File: src/rtl/pllsrch_pkg.sv
package pllsrch_pkg;

    localparam int unsigned DW        = 32;
    localparam int unsigned R_LO      = 2;
    localparam int unsigned R_HI      = 33;
    localparam int unsigned RW        = $clog2(R_HI + 1);
    localparam int unsigned F_LO      = 2;
    localparam int unsigned F_HI      = 513;
    localparam int unsigned FW        = $clog2(F_HI + 1);
    localparam int unsigned ODW       = 2;
    localparam int unsigned OD_STEPS  = 3;
    localparam int unsigned IDXW      = $clog2(OD_STEPS);
    localparam int unsigned WIN_SH    = 8;
    localparam int unsigned EST_SH    = 8;
    localparam int unsigned SCORE_SH  = 10;
    localparam int unsigned VCO_LO    = 100_000_000;
    localparam int unsigned VCO_HI    = 500_000_000;
    localparam int unsigned VCO_DEN   = (VCO_HI - VCO_LO) >> SCORE_SH;

    typedef enum logic [3:0] {
        ST_IDLE,
        ST_D33,
        ST_DREF,
        ST_DEST,
        ST_FCHK,
        ST_DPHS,
        ST_DVCO,
        ST_NEXTR,
        ST_DONE
    } srch_state_e;

    typedef struct packed {
        logic [RW-1:0]  r;
        logic [FW-1:0]  f;
        logic [ODW-1:0] od;
        logic [DW-1:0]  clk_hz;
        logic [DW-1:0]  score;
    } cand_t;

    // visiting order of the post-divider shift
    function automatic logic [ODW-1:0] od_of_idx(input logic [IDXW-1:0] idx);
        case (idx)
            IDXW'(0): od_of_idx = ODW'(1);
            IDXW'(1): od_of_idx = ODW'(2);
            default:  od_of_idx = ODW'(0);
        endcase
    endfunction

    // shifts of two or more report as code 3
    function automatic logic [ODW-1:0] p_of_od(input logic [ODW-1:0] od);
        p_of_od = (od >= ODW'(2)) ? ODW'(3) : od;
    endfunction

endpackage

File: src/rtl/pllsrch_div.sv
module pllsrch_div #(
    parameter int W = 32
) (
    input  logic         clk,
    input  logic         rst,
    input  logic         go,
    input  logic [W-1:0] num,
    input  logic [W-1:0] den,
    output logic         done,
    output logic [W-1:0] quo
);
    localparam int CW = $clog2(W + 1);

    logic [CW-1:0] cnt;
    logic          run;
    logic [W-1:0]  q;
    logic [W-1:0]  d;
    logic [W-1:0]  rem;
    logic [W-1:0]  n_keep;
    logic [W:0]    rem_sh;
    logic [W:0]    rem_sub;
    logic          take;

    always_comb begin
        rem_sh  = {rem, q[W-1]};
        take    = (rem_sh >= {1'b0, d});
        rem_sub = rem_sh - {1'b0, d};
    end

    always_ff @(posedge clk) begin
        if (rst) begin
            cnt    <= '0;
            run    <= 1'b0;
            q      <= '0;
            d      <= '0;
            rem    <= '0;
            n_keep <= '0;
            done   <= 1'b0;
        end else begin
            done <= 1'b0;
            if (go) begin
                run    <= 1'b1;
                cnt    <= CW'(W);
                q      <= num;
                d      <= den;
                n_keep <= num;
                rem    <= '0;
            end else if (run) begin
                rem <= take ? rem_sub[W-1:0] : rem_sh[W-1:0];
                q   <= {q[W-2:0], take};
                cnt <= cnt - CW'(1);
                if (cnt == CW'(1)) begin
                    run  <= 1'b0;
                    done <= 1'b1;
                end
            end
        end
    end

    assign quo = q;

    // quotient and remainder rebuild the dividend (scores and estimates, R5)
    p_div_exact_r5: assert property (@(posedge clk) disable iff (rst)
        (done && d != '0) |->
        (({{W{1'b0}}, q} * {{W{1'b0}}, d}) + {{W{1'b0}}, rem}) == {{W{1'b0}}, n_keep});

    p_div_done_pulse_r1: assert property (@(posedge clk) disable iff (rst)
        done |=> !done);

endmodule

File: src/rtl/pllsrch_eval.sv
module pllsrch_eval
    import pllsrch_pkg::*;
(
    input  logic [FW-1:0]  f,
    input  logic [DW-1:0]  ref_per_r,
    input  logic [ODW-1:0] od,
    input  logic [DW-1:0]  win_lo,
    input  logic [DW-1:0]  win_hi,
    output logic [DW-1:0]  vco,
    output logic [DW-1:0]  out_clk,
    output logic           ok,
    output logic           beyond
);
    logic in_band;
    logic in_win;

    always_comb begin
        vco     = DW'({{(DW-FW){1'b0}}, f} * ref_per_r);
        out_clk = vco >> od;
        in_band = (vco >= VCO_LO) && (vco <= VCO_HI);
        in_win  = (out_clk >= win_lo) && (out_clk <= win_hi);
        ok      = in_band && in_win;
        beyond  = (vco > VCO_HI) || (out_clk > win_hi);
    end

endmodule

File: src/rtl/pllsrch_best.sv
module pllsrch_best
    import pllsrch_pkg::*;
(
    input  logic  clk,
    input  logic  rst,
    input  logic  clear,
    input  logic  offer,
    input  cand_t cand,
    output cand_t best,
    output logic  found
);
    logic take;

    always_comb begin
        found = (best.score != '0);
        take  = offer && (!found || ((cand.score >= best.score) && (cand.od != '0)));
    end

    always_ff @(posedge clk) begin
        if (rst || clear) begin
            best <= '0;
        end else if (take) begin
            best <= cand;
        end
    end

    p_score_no_drop_r6: assert property (@(posedge clk) disable iff (rst || clear)
        (offer && found) |=> (best.score >= $past(best.score)));

    p_zero_od_blocked_r6: assert property (@(posedge clk) disable iff (rst || clear)
        (offer && found && cand.od == '0) |=> $stable(best));

    p_first_taken_r6: assert property (@(posedge clk) disable iff (rst || clear)
        (offer && !found) |=> (best == $past(cand)));

endmodule

File: src/rtl/pll_coef_search.sv
module pll_coef_search
    import pllsrch_pkg::*;
(
    input  logic          clk,
    input  logic          rst,
    input  logic          start,
    input  logic [31:0]   ref_hz,
    input  logic [31:0]   target_hz,
    output logic          busy,
    output logic          done,
    output logic          found,
    output logic [5:0]    r_val,
    output logic [9:0]    f_val,
    output logic [1:0]    p_code,
    output logic [31:0]   clk_hz
);
    srch_state_e     st;
    logic [DW-1:0]   ref_q;
    logic [DW-1:0]   tgt_q;
    logic [DW-1:0]   win_lo;
    logic [DW-1:0]   win_hi;
    logic [DW-1:0]   ref33;
    logic [DW-1:0]   ref_r;
    logic [DW-1:0]   f_cur;
    logic [DW-1:0]   ph_score;
    logic            ph_ok;
    logic [RW-1:0]   r_cur;
    logic [IDXW-1:0] od_idx;
    logic [ODW-1:0]  od_cur;
    logic [DW-1:0]   vco_hold;
    logic [DW-1:0]   clk_hold;

    logic            div_go;
    logic            div_done;
    logic [DW-1:0]   div_num;
    logic [DW-1:0]   div_den;
    logic [DW-1:0]   div_quo;

    logic [DW-1:0]   ev_vco;
    logic [DW-1:0]   ev_clk;
    logic            ev_ok;
    logic            ev_beyond;
    logic            f_legal;

    cand_t           cand;
    cand_t           best;
    logic            best_found;
    logic            offer;
    logic            clear_best;

    logic            res_found;
    logic [RW-1:0]   res_r;
    logic [FW-1:0]   res_f;
    logic [ODW-1:0]  res_p;
    logic [DW-1:0]   res_clk;

    always_comb begin
        od_cur  = od_of_idx(od_idx);
        f_legal = (f_cur >= F_LO) && (f_cur <= F_HI);
    end

    // operand selection for the shared divider
    always_comb begin
        div_num = '0;
        div_den = '0;
        case (st)
            ST_D33: begin
                div_num = ref_q;
                div_den = DW'(R_HI);
            end
            ST_DREF: begin
                div_num = ref_q;
                div_den = DW'(r_cur);
            end
            ST_DEST: begin
                div_num = DW'(DW'(r_cur) * ((tgt_q >> EST_SH) << od_cur));
                div_den = ref_q >> EST_SH;
            end
            ST_DPHS: begin
                div_num = ref_r - ref33;
                div_den = (ref_q - ref33) >> SCORE_SH;
            end
            ST_DVCO: begin
                div_num = vco_hold - VCO_LO;
                div_den = DW'(VCO_DEN);
            end
            default: begin
                div_num = '0;
                div_den = '0;
            end
        endcase
    end

    pllsrch_div #(.W(DW)) u_div (
        .clk  (clk),
        .rst  (rst),
        .go   (div_go),
        .num  (div_num),
        .den  (div_den),
        .done (div_done),
        .quo  (div_quo)
    );

    pllsrch_eval u_eval (
        .f         (f_cur[FW-1:0]),
        .ref_per_r (ref_r),
        .od        (od_cur),
        .win_lo    (win_lo),
        .win_hi    (win_hi),
        .vco       (ev_vco),
        .out_clk   (ev_clk),
        .ok        (ev_ok),
        .beyond    (ev_beyond)
    );

    always_comb begin
        offer      = (st == ST_DVCO) && div_done;
        clear_best = (st == ST_IDLE) && start;
        cand.r      = r_cur;
        cand.f      = f_cur[FW-1:0];
        cand.od     = od_cur;
        cand.clk_hz = clk_hold;
        cand.score  = ph_score + div_quo;
    end

    pllsrch_best u_best (
        .clk   (clk),
        .rst   (rst),
        .clear (clear_best),
        .offer (offer),
        .cand  (cand),
        .best  (best),
        .found (best_found)
    );

    always_ff @(posedge clk) begin
        if (rst) begin
            st       <= ST_IDLE;
            ref_q    <= '0;
            tgt_q    <= '0;
            win_lo   <= '0;
            win_hi   <= '0;
            ref33    <= '0;
            ref_r    <= '0;
            f_cur    <= '0;
            ph_score <= '0;
            ph_ok    <= 1'b0;
            r_cur    <= RW'(R_LO);
            od_idx   <= '0;
            vco_hold <= '0;
            clk_hold <= '0;
            div_go   <= 1'b0;
            res_found <= 1'b0;
            res_r    <= '0;
            res_f    <= '0;
            res_p    <= '0;
            res_clk  <= '0;
        end else begin
            div_go <= 1'b0;
            case (st)
                ST_IDLE: begin
                    if (start) begin
                        ref_q  <= ref_hz;
                        tgt_q  <= target_hz;
                        win_lo <= target_hz - (target_hz >> WIN_SH);
                        win_hi <= target_hz + (target_hz >> WIN_SH);
                        st     <= ST_D33;
                        div_go <= 1'b1;
                    end
                end
                ST_D33: begin
                    if (div_done) begin
                        ref33  <= div_quo;
                        od_idx <= '0;
                        r_cur  <= RW'(R_LO);
                        st     <= ST_DREF;
                        div_go <= 1'b1;
                    end
                end
                ST_DREF: begin
                    if (div_done) begin
                        ref_r  <= div_quo;
                        ph_ok  <= 1'b0;
                        st     <= ST_DEST;
                        div_go <= 1'b1;
                    end
                end
                ST_DEST: begin
                    if (div_done) begin
                        f_cur <= (div_quo > F_LO) ? div_quo - DW'(1) : div_quo;
                        st    <= ST_FCHK;
                    end
                end
                ST_FCHK: begin
                    if (!f_legal) begin
                        st <= ST_NEXTR;
                    end else if (ev_ok) begin
                        vco_hold <= ev_vco;
                        clk_hold <= ev_clk;
                        st       <= ph_ok ? ST_DVCO : ST_DPHS;
                        div_go   <= 1'b1;
                    end else if (ev_beyond) begin
                        // output only grows with F: nothing later can fit
                        st <= ST_NEXTR;
                    end else begin
                        f_cur <= f_cur + DW'(1);
                    end
                end
                ST_DPHS: begin
                    if (div_done) begin
                        ph_score <= div_quo;
                        ph_ok    <= 1'b1;
                        st       <= ST_DVCO;
                        div_go   <= 1'b1;
                    end
                end
                ST_DVCO: begin
                    if (div_done) begin
                        f_cur <= f_cur + DW'(1);
                        st    <= ST_FCHK;
                    end
                end
                ST_NEXTR: begin
                    if (r_cur == RW'(R_HI)) begin
                        if (od_idx == IDXW'(OD_STEPS - 1)) begin
                            res_found <= best_found;
                            res_r     <= best_found ? best.r : '0;
                            res_f     <= best_found ? best.f : '0;
                            res_p     <= best_found ? p_of_od(best.od) : '0;
                            res_clk   <= best_found ? best.clk_hz : '0;
                            st        <= ST_DONE;
                        end else begin
                            od_idx <= od_idx + IDXW'(1);
                            r_cur  <= RW'(R_LO);
                            st     <= ST_DREF;
                            div_go <= 1'b1;
                        end
                    end else begin
                        r_cur  <= r_cur + RW'(1);
                        st     <= ST_DREF;
                        div_go <= 1'b1;
                    end
                end
                ST_DONE: begin
                    st <= ST_IDLE;
                end
                default: st <= ST_IDLE;
            endcase
        end
    end

    always_comb begin
        busy   = (st != ST_IDLE) && (st != ST_DONE);
        done   = (st == ST_DONE);
        found  = res_found;
        r_val  = res_r;
        f_val  = res_f;
        p_code = res_p;
        clk_hz = res_clk;
    end

    p_busy_follows_start_r1: assert property (@(posedge clk) disable iff (rst)
        (start && !busy && !done) |=> busy);

    p_done_single_r1: assert property (@(posedge clk) disable iff (rst)
        done |=> !done);

    p_hold_result_r1: assert property (@(posedge clk) disable iff (rst)
        (!$stable(clk_hz) || !$stable(r_val) || !$stable(f_val) || !$stable(found)) |-> done);

    p_r_in_range_r2: assert property (@(posedge clk) disable iff (rst)
        busy |-> (r_cur >= RW'(R_LO)) && (r_cur <= RW'(R_HI)));

    p_offer_f_range_r10: assert property (@(posedge clk) disable iff (rst)
        (st == ST_DVCO) |-> f_legal);

    p_code_no_two_r7: assert property (@(posedge clk) disable iff (rst)
        (done && found) |-> (p_code != 2'd2));

    p_empty_zero_r8: assert property (@(posedge clk) disable iff (rst)
        (done && !found) |-> (clk_hz == '0 && r_val == '0 && f_val == '0 && p_code == '0));

    p_start_ignored_r9: assert property (@(posedge clk) disable iff (rst)
        (busy && start) |=> ($stable(ref_q) && $stable(tgt_q)));

endmodule

File: config.mk
export PLATFORM = sky130hd
export DESIGN_NAME = pll_coef_search
export DESIGN_NICKNAME = d
export VERILOG_FILES = /design/src/rtl/pllsrch_pkg.sv /design/src/rtl/pllsrch_div.sv /design/src/rtl/pllsrch_eval.sv /design/src/rtl/pllsrch_best.sv /design/src/rtl/pll_coef_search.sv
export SDC_FILE = /design/constraint.sdc
export NUM_CORES = 2
export LEC_CHECK = 0
export BUFFER_PORTS_ARGS = -buffer_cell sky130_fd_sc_hd__buf_2
export CAP_MARGIN = 20
export CELL_PAD_IN_SITES_DETAIL_PLACEMENT = 0
export CELL_PAD_IN_SITES_GLOBAL_PLACEMENT = 2
export CORE_MARGIN = 2
export CORE_UTILIZATION = 35
export DETAILED_ROUTE_END_ITERATION = 6
export PLACE_DENSITY = 0.82
export SLEW_MARGIN = 20
export SYNTH_ARGS = -nofsm -noshare
export SYNTH_HDL_FRONTEND = slang
export SYNTH_SLANG_ARGS = --single-unit
File: constraint.sdc
create_clock -name clk -period 8.73 [get_ports clk]
set_input_delay 0.4365 -clock clk [delete_from_list [all_inputs] [get_ports clk]]
set_output_delay 0.4365 -clock clk [all_outputs]
set_load 0.05 [all_outputs]
==> run_results.csv <==
group,metric,value,unit
layout,final_nets,7017,
timing,whs,0.0657,ns
power,powerDensity,200,nW/um2
logic_synthesis,avgSynthCellArea,7.95,um2
timing,post-route-min-period,8.86,ns
drt,via_per_inst,5.40,
clock_tree,numClockSinks,554,
floorplanning,die_y,371,um
floorplanning,coreArea,133000,um2
worst_setup_path,critPathKind,"reg2reg",
clock_tree,cts_root_buf,"clkbuf_16",
timing,worst_pin_slew,1.20,ns
logic_synthesis,ys_top_cells_by_area,"dfxtp_1 (24%), fa_1 (13%), ha_1 (9.5%)",
worst_setup_path,worstSetupStartpointType,"register",
worst_setup_path,crit_top_cell,"fa_1",
place,io_buffer_count,119,
timing,setup_viol,55,
timing,hold_viol,0,
worst_setup_path,rrSetupSlack,-0.13,ns
min_path,min-delay-start,"ref_hz[12]",
timing,relSlewSlack,0.199,
drt,first_iter_violations,3664,
logic_synthesis,synth_nets,6652,
logic_synthesis,ys_types,89,
clock_tree,cts.reportedPaths.clkPinSlew,0.06,ns
worst_setup_path,cp.required,9.36,ns
logic_synthesis,synth_edf_count,0,
timing,slew_viol_final,0,
timing,fmax,113,MHz
worst_setup_path,cp_max_fo,6,
floorplanning,design.die.area,138000,um2
layout,fillers,13500,
floorplanning,ioPinCount,120,
drt,ant_nets,0,
min_path,holdCritPathClass,"in2reg",
floorplanning,fp-row-count,134,
power,p_total,11.5,mW
global_route,antenna_found_initial,7,
clock_tree,clk_path_buf_depth,3,
drt,num_vias,43800,
timing,worst_slack,-0.126,ns
global_route,grt_max_degree,142,
drt,dr.pass1.iters,7,
worst_setup_path,cp-startpoint,"f_cur[9]",
timing,final.period_utilization,1.01,
place,dpl_cell_area,52000,um2
worst_setup_path,slowest_stage,"fa_2",
power,ir_drop,0.000200,V
layout,fin_area,57400,um2
global_route,grt_usage,0.255,
worst_setup_path,critPathMaxStageDelay,0.55,ns
job,cap_viol_max_count,0,
global_route,overflow,0,
drt,routedWlPerCell,22.1,um
place,dp_hpwl,139000,um
clock_tree,htree_num_levels,3,
place,dp_cells,7867,
logic_synthesis,synthFlopType,"dfxtp_1",
layout,final_cells,8119,
global_route,grt_pass1_wl,268000,um
worst_setup_path,critPathArrivalTime,9.48,ns
place,gp_congestion,0.989,
status,violations,"design-rule violations, negative setup slack",
worst_setup_path,cp-end-kind,"register",
logic_synthesis,ys_warn_count,0,
worst_setup_path,crit-reg2reg-launch,"f_cur[9]",
logic_synthesis,async_reset_ff_frac,0,
floorplanning,die_width,371,um
layout,syn2layout_area_growth,21.9,%
global_route,grt_pass1_vias,41900,
clock_tree,cts_made_buffers,72,
logic_synthesis,synthesis.area,47100,um2
logic_synthesis,yosysTopAreaCellShare,0.235,
clock_tree,clock_latency,0.70,ns
timing,tns,-1.93,ns
timing,rsz0062_at_grt,"yes",
logic_synthesis,yosysTopAreaCell,"dfxtp_1",
drt,drc,1,
floorplanning,start_util,0.353,
logic_synthesis,synthCells,5925,
drt,wl,180000,um
logic_synthesis,synth-seq-cells,554,
power,p_leak,24.8,nW
timing,clock_skew,0.0422,ns
layout,drive_above_1_share,0.164,
logic_synthesis,ys_seq_area_frac,0.235,
status,status,"finished with violations",
clock_tree,cts_tree,"done",
registers in the layout, summed over array words and instances, names as in the netlist, 10 cells and up:
| name | count |
|---|---|
| clk_hz | 32 |
| vco_hold | 32 |
| u_div.rem | 32 |
| tgt_q | 24 |
| ref_r | 32 |
| f_cur | 32 |
| u_div.d | 24 |
| u_best.best | 82 |
| u_div.quo | 32 |
| f_val | 10 |
| ref33 | 32 |
| ph_score | 32 |
| win_hi | 31 |
| clk_hold | 32 |
| ref_q | 32 |
| win_lo | 32 |
layout by cell type (no fill, tap or decap), drive strengths merged, types with 187 or more instances in the layout:
| cell | count |
|---|---|
| mux2i | 187 |
| a21oi | 488 |
| nand2 | 795 |
| inv | 576 |
| dfxtp | 554 |
| fa | 303 |
| ha | 357 |
| nor2 | 528 |
| buf | 597 |
synthesized netlist by cell type (all sizes together) (167+ instances only):
| library cell | n |
|---|---|
| nand2 | 795 |
| inv | 573 |
| dfxtp | 554 |
| nor2 | 528 |
| a21oi | 488 |
| ha | 357 |
| clkbuf | 319 |
| fa | 303 |
| mux2i | 187 |
| o21ai | 186 |
| xnor2 | 186 |
| and2 | 167 |
routing by layer:
layer	routed length, um	vias to the layer above	global-route usage	part of all wire
met5	0	-	0	0
met4	5290	0	0.0675	0.029
met3	12900	236	0.0448	0.072
met2	79700	1409	0.398	0.44
met1	81800	21300	0.360	0.46
li1	-	20900	-	-
path summary, 6_finish.rpt:
kind / end / depth (start not counted)
min: ref_q[12] / 3
max reg2reg: f_cur[8] / 39
max: f_cur[8] / 39
min reg2reg: win_lo[10] / 2
logic make-up (layout without fill, tap and decap cells):
| kind of cell | after synthesis | after routing | share of synthesized area |
|---|---|---|---|
| other | 0 | 2 | 0 |
| multiplexers | 207 | 207 | 0.0481 |
| AND/OR/NAND/NOR | 2027 | 2027 | 0.195 |
| flip-flops | 554 | 554 | 0.235 |
| adder cells (fa/ha/maj) | 660 | 660 | 0.224 |
| XOR/XNOR | 254 | 254 | 0.0472 |
| buffers and inverters | 918 | 1342 | 0.0734 |
| AO/OA/AOI/OAI | 1305 | 1305 | 0.177 |
where the power goes:
group / internal, mW / switching (mW) / total (mW)
logic: 1.88 / 3.18 / 5.06
registers: 2.80 / 0.409 / 3.21
clock network: 1.93 / 1.30 / 3.23
total: 6.62 / 4.89 / 11.5
what timing repair did:
| action | CTS | global route |
|---|---|---|
| endpoints found under the hold margin | 27 | 0 |
| hold buffers | 27 | 0 |
| setup buffers | 33 | 46 |
| pin swaps | 56 | 115 |
| setup endpoints to repair | 99 | 99 |
| gates resized for setup | 122 | 263 |
| gates cloned | 2 | 11 |
worst max-delay path: cells and delay by family, from the launching register on:
kind	cells	cell delay, ns
AOI/OAI and AO/OA	14	2.74
muxes	1	0.16
DFF	1	0.39
and+or+nand+nor	8	0.98
adders and majority gates	7	3.03
buffers and inverters	8	1.29
xor gates and xnor gates	1	0.19
metrics by stage:
step / util / setup WS (ns)
6_report: 0.430 / -0.126
5_1_grt: 0.430 / -0.360
4_1_cts: 0.416 / -0.0488
3_5_place_dp: 0.389 / -0.610
3_3_place_gp: 0.389 / -0.554
2_1_floorplan: - / 0.0335
final cells by class:
class / count / area (um2) / area share
clock buffer: 107 / 2150 / 0.0375
clock inverter: 26 / 419 / 0.00730
inverter: 574 / 2150 / 0.0375
antenna: 2 / 5.00 / 0.0000872
tap: 1768 / 2210 / 0.0385
multi-input combinational: 4453 / 34200 / 0.596
timing repair buffer: 635 / 5120 / 0.0892
sequential: 554 / 11200 / 0.194
No activity file was read; power rests on OpenSTA's default activity.
